### src/rtl/sar_trig_pkg.sv
package sar_trig_pkg;
    typedef enum logic [1:0] {
        ST_OFF  = 2'd0,
        ST_ACQ  = 2'd1,
        ST_CONV = 2'd2,
        ST_READ = 2'd3
    } conv_state_e;
endpackage

### src/rtl/sar_edge_det.sv
module sar_edge_det (
    input  logic clk,
    input  logic rst_n,
    input  logic sig_i,
    output logic rise_o,
    output logic fall_o
);
    logic sig_q;

    always_ff @(posedge clk) begin
        if (!rst_n) sig_q <= 1'b0;
        else        sig_q <= sig_i;
    end

    assign rise_o = sig_i & ~sig_q;
    assign fall_o = sig_q & ~sig_i;
endmodule

### src/rtl/sar_timebase.sv
module sar_timebase #(
    parameter int DIV_CYC = 4
) (
    input  logic clk,
    input  logic rst_n,
    input  logic clr_i,
    input  logic run_i,
    output logic tick_o
);
    localparam int CW = (DIV_CYC > 1) ? $clog2(DIV_CYC) : 1;
    logic [CW-1:0] cnt_q;

    assign tick_o = run_i && (cnt_q == CW'(DIV_CYC - 1));

    always_ff @(posedge clk) begin
        if (!rst_n || clr_i) cnt_q <= '0;
        else if (run_i)      cnt_q <= tick_o ? '0 : cnt_q + 1'b1;
    end
endmodule

### src/rtl/sar_approx.sv
module sar_approx #(
    parameter int W = 8
) (
    input  logic         clk,
    input  logic         rst_n,
    input  logic         init_i,
    input  logic         step_i,
    input  logic         cmp_i,
    output logic [W-1:0] trial_o,
    output logic [W-1:0] result_o,
    output logic         last_o
);
    localparam int IW = (W > 1) ? $clog2(W) : 1;
    logic [W-1:0]  code_q;
    logic [IW-1:0] idx_q;
    logic [W-1:0]  probe;

    assign probe    = {{(W-1){1'b0}}, 1'b1} << idx_q;
    assign trial_o  = code_q | probe;
    assign result_o = cmp_i ? trial_o : code_q;
    assign last_o   = (idx_q == '0);

    always_ff @(posedge clk) begin
        if (!rst_n || init_i) begin
            code_q <= '0;
            idx_q  <= IW'(W - 1);
        end else if (step_i) begin
            code_q <= result_o;
            idx_q  <= last_o ? IW'(W - 1) : idx_q - 1'b1;
        end
    end
endmodule

### src/rtl/sar_shift_out.sv
module sar_shift_out #(
    parameter int W = 8
) (
    input  logic         clk,
    input  logic         rst_n,
    input  logic         load_i,
    input  logic [W-1:0] data_i,
    input  logic         en_i,
    input  logic         rise_i,
    input  logic         fall_i,
    output logic         bit_o,
    output logic         done_o
);
    localparam int RW = $clog2(W + 1);
    logic [W-1:0]  sh_q;
    logic [RW-1:0] rcnt_q;
    logic          armed_q;

    assign bit_o  = sh_q[W-1];
    assign done_o = en_i && rise_i && (rcnt_q == RW'(W - 1));

    always_ff @(posedge clk) begin
        if (!rst_n) begin
            sh_q    <= '0;
            rcnt_q  <= '0;
            armed_q <= 1'b0;
        end else if (load_i) begin
            sh_q    <= data_i;
            rcnt_q  <= '0;
            armed_q <= 1'b0;
        end else if (en_i) begin
            if (rise_i) begin
                armed_q <= 1'b1;
                rcnt_q  <= rcnt_q + 1'b1;
            end else if (fall_i && armed_q) begin
                armed_q <= 1'b0;
                sh_q    <= {sh_q[W-2:0], 1'b0};
            end
        end
    end
endmodule

### src/rtl/sar_trig_ctrl.sv
module sar_trig_ctrl
    import sar_trig_pkg::*;
#(
    parameter int RES_BITS     = 8,
    parameter int DIV_CYC      = 4,
    parameter int ACQ_TICKS    = 2,
    parameter int MAX_CONV_CYC = 1500
) (
    input  logic                clk,
    input  logic                rst_n,
    input  logic                cnv_start_i,
    input  logic                sclk_i,
    input  logic                cmp_i,
    output logic [RES_BITS-1:0] dac_code_o,
    output logic                mux_mid_o,
    output logic                ana_en_o,
    output logic                sdo_o,
    output logic                sdo_oe_o
);
    localparam int AW = (ACQ_TICKS > 1) ? $clog2(ACQ_TICKS) : 1;

    conv_state_e         state_q, state_d;
    logic [AW-1:0]       acq_q, acq_d;
    logic                mid_q, mid_d;
    logic                cnv_fall, cnv_rise_nc;
    logic                sclk_rise, sclk_fall;
    logic                tick, tb_clr, tb_run;
    logic                sar_init, sar_step, sar_last;
    logic [RES_BITS-1:0] sar_result;
    logic                sh_load, sh_bit, sh_done;

    sar_edge_det u_cnv_edge (
        .clk(clk), .rst_n(rst_n), .sig_i(cnv_start_i),
        .rise_o(cnv_rise_nc), .fall_o(cnv_fall)
    );

    sar_edge_det u_sclk_edge (
        .clk(clk), .rst_n(rst_n), .sig_i(sclk_i),
        .rise_o(sclk_rise), .fall_o(sclk_fall)
    );

    sar_timebase #(.DIV_CYC(DIV_CYC)) u_tb (
        .clk(clk), .rst_n(rst_n), .clr_i(tb_clr), .run_i(tb_run), .tick_o(tick)
    );

    sar_approx #(.W(RES_BITS)) u_sar (
        .clk(clk), .rst_n(rst_n), .init_i(sar_init), .step_i(sar_step),
        .cmp_i(cmp_i), .trial_o(dac_code_o), .result_o(sar_result),
        .last_o(sar_last)
    );

    sar_shift_out #(.W(RES_BITS)) u_sh (
        .clk(clk), .rst_n(rst_n), .load_i(sh_load), .data_i(sar_result),
        .en_i(state_q == ST_READ), .rise_i(sclk_rise), .fall_i(sclk_fall),
        .bit_o(sh_bit), .done_o(sh_done)
    );

    assign tb_run = (state_q == ST_ACQ) || (state_q == ST_CONV);

    // State register
    always_ff @(posedge clk) begin
        if (!rst_n) begin
            state_q <= ST_OFF;
            acq_q   <= '0;
            mid_q   <= 1'b0;
        end else begin
            state_q <= state_d;
            acq_q   <= acq_d;
            mid_q   <= mid_d;
        end
    end

    // Next-state logic; an abort strobe takes priority over a completing tick
    always_comb begin
        state_d  = state_q;
        acq_d    = acq_q;
        mid_d    = mid_q;
        tb_clr   = 1'b0;
        sar_init = 1'b0;
        sar_step = 1'b0;
        sh_load  = 1'b0;
        unique case (state_q)
            ST_OFF, ST_READ: begin
                if (cnv_fall) begin
                    state_d = ST_ACQ;
                    mid_d   = 1'b0;
                    acq_d   = '0;
                    tb_clr  = 1'b1;
                end else if (state_q == ST_READ && sh_done) begin
                    state_d = ST_OFF;
                end
            end
            ST_ACQ, ST_CONV: begin
                if (cnv_fall) begin
                    state_d = ST_ACQ;
                    mid_d   = 1'b1;
                    acq_d   = '0;
                    tb_clr  = 1'b1;
                end else if (tick) begin
                    if (state_q == ST_ACQ) begin
                        if (acq_q == AW'(ACQ_TICKS - 1)) begin
                            state_d  = ST_CONV;
                            sar_init = 1'b1;
                        end else begin
                            acq_d = acq_q + 1'b1;
                        end
                    end else begin
                        sar_step = 1'b1;
                        if (sar_last) begin
                            sh_load = 1'b1;
                            state_d = ST_READ;
                        end
                    end
                end
            end
        endcase
    end

    // Outputs
    always_comb begin
        ana_en_o  = tb_run;
        sdo_oe_o  = tb_run || (state_q == ST_READ);
        sdo_o     = (state_q == ST_READ) ? sh_bit : 1'b0;
        mux_mid_o = mid_q;
    end
endmodule

### config.mk
export PLATFORM = sky130hd
export DESIGN_NAME = sar_trig_ctrl
export DESIGN_NICKNAME = d
export VERILOG_FILES = /design/src/rtl/sar_trig_pkg.sv /design/src/rtl/sar_edge_det.sv /design/src/rtl/sar_timebase.sv /design/src/rtl/sar_approx.sv /design/src/rtl/sar_shift_out.sv /design/src/rtl/sar_trig_ctrl.sv
export SDC_FILE = /design/constraint.sdc
export NUM_CORES = 1
export LEC_CHECK = 0
export BUFFER_PORTS_ARGS = -buffer_cell sky130_fd_sc_hd__buf_2
export CORE_MARGIN = 3
export CORE_UTILIZATION = 55
export CTS_CLUSTER_SIZE = 8
export DETAILED_ROUTE_END_ITERATION = 7
export GPL_TIMING_DRIVEN = 0
export PLACE_DENSITY = 0.75
export SETUP_SLACK_MARGIN = 0.1
export SYNTH_ARGS = -nofsm -noshare
export SYNTH_HDL_FRONTEND = slang
export SYNTH_HIERARCHICAL = 1
export SYNTH_SLANG_ARGS = --single-unit
export TNS_END_PERCENT = 20
### constraint.sdc
create_clock -name clk -period 2.4 [get_ports clk]
set_clock_uncertainty 0.15 [all_clocks]
set_input_delay 0.12 -clock clk [delete_from_list [all_inputs] [get_ports clk]]
set_output_delay 0.12 -clock clk [all_outputs]
set_load 0.03 [all_outputs]
==> metrics.txt <==
# TYPE chip_impl_metric gauge
chip_impl_metric{name="floorplan.initialDensity",unit="%"} 58.4
chip_impl_metric{name="relSlewSlack",unit="%"} 59.3
chip_impl_metric{name="worst_ep_required_time",unit="ps"} 2470
chip_impl_metric{name="row_count",unit=""} 19
chip_impl_metric{name="power.switching_fraction",unit="%"} 25.7
chip_impl_metric{name="die_height",unit="um"} 60.6
chip_impl_info{name="critical_path_class",value="flop to flop"} 1
chip_impl_info{name="crit_path_top_delay_cell",value="sky130_fd_sc_hd__dfxtp_2"} 1
chip_impl_metric{name="critical-path-max-stage-delay",unit="ps"} 390
chip_impl_metric{name="maxCapViolCount",unit=""} 0
chip_impl_metric{name="crit_path_max_fanout",unit=""} 11
chip_impl_metric{name="cts_buffer_depth",unit=""} 2
chip_impl_info{name="final_cell_mix",value="30 x sky130_fd_sc_hd__dfxtp_1, 16 x sky130_fd_sc_hd__buf_2, 14 x sky130_fd_sc_hd__nor2_1"} 1
chip_impl_metric{name="drt_wirelength",unit="um"} 3460
chip_impl_metric{name="yosys_warnings",unit=""} 6
chip_impl_metric{name="drt.antenna.violating_nets",unit=""} 0
chip_impl_info{name="worst_r2r_startpoint",value="state_q[0]"} 1
chip_impl_metric{name="insertedDiodeCount",unit=""} 0
chip_impl_info{name="clk_root_buffer_cell",value="sky130_fd_sc_hd__clkbuf_4"} 1
chip_impl_metric{name="place_congestion",unit=""} 0.855
chip_impl_metric{name="chipWidth",unit="um"} 60.6
chip_impl_metric{name="report.final.hold_viol_count",unit=""} 0
chip_impl_metric{name="worst_setup_hold_path_clk_slew",unit="ps"} 90
chip_impl_metric{name="comb_power_share",unit="%"} 12.8
chip_impl_metric{name="final-instance-count-excl-fill",unit=""} 241
chip_impl_metric{name="netlist_area",unit="mm^2"} 0.00164
chip_impl_metric{name="avgViaCountPerCell",unit=""} 5.78
chip_impl_info{name="tritoncts",value="done"} 1
chip_impl_metric{name="post_synth.cell_area_avg",unit="um^2"} 9.01
chip_impl_info{name="crit_path_start",value="state_q[0]"} 1
chip_impl_metric{name="firstDrtPassIters",unit=""} 4
chip_impl_metric{name="pwr-share-seq",unit="%"} 55.2
chip_impl_metric{name="drc",unit=""} 0
chip_impl_metric{name="dpl.cell_count",unit=""} 228
chip_impl_metric{name="final.min_clock_period",unit="ps"} 2180
chip_impl_metric{name="postLayoutSetupSlackWorst",unit="ps"} 222
chip_impl_metric{name="worstMarginPinSlew",unit="ps"} 610
chip_impl_metric{name="final-setup-viol-count",unit=""} 0
chip_impl_info{name="worstHoldPathType",value="flop to flop"} 1
chip_impl_metric{name="number_of_sinks_driven_by_the_clock_tree",unit=""} 32
chip_impl_metric{name="p_int",unit="uW"} 738
chip_impl_metric{name="fillerInstances",unit=""} 226
chip_impl_metric{name="drive_gt1_share",unit="%"} 21.9
chip_impl_metric{name="worst_case_setup_slack_after_placement",unit="ps"} -71.4
chip_impl_info{name="path_common_cell",value="sky130_fd_sc_hd__inv_1"} 1
chip_impl_metric{name="cp_num_buf_inv",unit=""} 3
chip_impl_metric{name="slew_viol_final",unit=""} 0
chip_impl_metric{name="synthesis.instances",unit=""} 182
chip_impl_metric{name="power.clock.fraction",unit="%"} 32.0
chip_impl_metric{name="post_drt_wl_per_cell",unit="um"} 14.4
chip_impl_info{name="run_status",value="completed"} 1
chip_impl_info{name="layout_commonest_cell",value="sky130_fd_sc_hd__dfxtp_1"} 1
chip_impl_metric{name="first_global_vias",unit=""} 1379
chip_impl_metric{name="gr-total-overflow",unit=""} 0
chip_impl_metric{name="ctsHtreeMaxLevel",unit=""} 2
chip_impl_metric{name="finalNetCount",unit=""} 226
chip_impl_metric{name="boundaryPins",unit=""} 17
chip_impl_metric{name="cts_buffers",unit=""} 5
chip_impl_metric{name="p_per_area",unit="mW/mm^2"} 524
chip_impl_info{name="timing.critical_path.max_delay_family",value="simple AND/OR/NAND/NOR gates"} 1
chip_impl_metric{name="buffer_ports.inserted",unit=""} 15
chip_impl_metric{name="synth_nets",unit=""} 199
chip_impl_info{name="worstPathCellList",value="inv_1 -> ha_4 -> and2_4 -> nand2_2 -> nor4b_2 -> inv_1 -> buf_2 -> nand2_1 -> a21oi_1"} 1
chip_impl_metric{name="grt_pass1_wl",unit="um"} 5890
chip_impl_info{name="worstSetupStartpointType",value="flop"} 1
chip_impl_metric{name="timing.final.crit_share",unit="%"} 90.8
chip_impl_metric{name="fp.coreArea",unit="mm^2"} 0.00281
chip_impl_metric{name="critical_path_arrival",unit="ps"} 2250
chip_impl_metric{name="detailedRoute.firstIterationViolations",unit=""} 46
chip_impl_metric{name="die_area",unit="mm^2"} 0.00367
chip_impl_metric{name="p_leak",unit="uW"} 0.000930
chip_impl_metric{name="grt_max_degree",unit=""} 18
chip_impl_metric{name="antenna_violations_before_repair",unit=""} 0
chip_impl_metric{name="p_total",unit="uW"} 994
chip_impl_metric{name="peakVddDrop",unit="V"} 0.000336
chip_impl_metric{name="detailroute.via_count",unit=""} 1393
chip_impl_info{name="min-delay-start",value="u_sh/armed_q"} 1
chip_impl_metric{name="synthToLayoutAreaGrowth",unit="%"} 15.8
chip_impl_metric{name="gr-usage-all-layers",unit="%"} 21.7
chip_impl_metric{name="clock_insertion_delay_worst_skew",unit="ps"} 330
chip_impl_metric{name="switching_power",unit="uW"} 256
chip_impl_info{name="rsz0062_at_grt",value="no"} 1
chip_impl_metric{name="dp.final_hpwl",unit="um"} 2430
chip_impl_info{name="crit_path_end_kind",value="flop"} 1
chip_impl_metric{name="fmax",unit="MHz"} 459
[final timing paths]
kind | slack, ps | cells after the start | endpoint
setup / recovery | 220 | 9 | u_sh/rcnt_q[1]
hold / removal | 330 | 2 | u_sh/armed_q
setup reg to reg | 220 | 9 | u_sh/rcnt_q[1]
hold reg to reg | 330 | 2 | u_sh/armed_q
[per-layer routing]
metal | vias up | global-route usage, % | part of all wire, %
met3 | 12 | 7.45 | 3.8
met5 | - | 0 | 0
met1 | 649 | 25.1 | 44
met2 | 30 | 36.2 | 49
met4 | 0 | 9.60 | 3.0
li1 | 702 | - | -
[worst reg2reg max path, delay by kind of cell, from the launching register on]
kind                       cells  cell delay, ps
AOI/OAI and AO/OA              1              70
adders and majority gates      1             340
buffers and inverters          3             370
DFF                            1             390
and+or+nand+nor                4             760
[flip-flops by register name, indices dropped and copies added (netlist names)]
register,cells
acq_q,1
mux_mid_o,1
state_q,2
u_cnv_edge/sig_q,1
u_sar/code_q,8
u_sar/idx_q,3
u_sclk_edge/sig_q,1
u_sh/armed_q,1
u_sh/rcnt_q,4
u_sh/sh_q,8
u_tb/cnt_q,2
[timing repair]
action | in CTS | in global routing
setup buffers | 1 | 0
setup endpoints to repair | 22 | 21
hold endpoints to repair | 4 | 0
pin swaps | 0 | 1
hold buffers | 4 | 0
gates resized for setup | 3 | 5
[power by group through the flow]
| stage | clock, uW | combinational, uW | sequential [uW] |
|---|---|---|---|
| final | 318 | 127 | 549 |
| after global routing | 360 | 141 | 551 |
| after CTS | 336 | 124 | 548 |
| after detailed placement | 0 | 118 | 560 |
| after global placement | 0 | 114 | 559 |
| after floorplan | 0 | 91.5 | 559 |
[stage by stage]
| stage | area, um^2 | hold WS, ps | utilization (%) | setup TNS, ps |
|---|---|---|---|---|
| after floorplan | 1650 | 91.7 | - | 0 |
| after global placement | 1770 | 190 | 62.9 | 0 |
| after detailed placement | 1770 | 194 | 62.9 | -783 |
| after CTS | 1880 | 331 | 67.2 | 0 |
| after global routing | 1900 | 358 | 67.7 | 0 |
| final | 1900 | 330 | 67.7 | 0 |
[area by class of cell]
class	count	area [um^2]	share of cell area (%)
buffer	6	41.3	2.18
inverter	8	30.0	1.58
tap	31	38.8	2.04
sequential	32	643	33.9
timing repair buffer	20	123	6.46
clock buffer	8	58.8	3.10
multi-input combinational	136	963	50.8
Note: power is estimated with default switching activity, not from simulation.
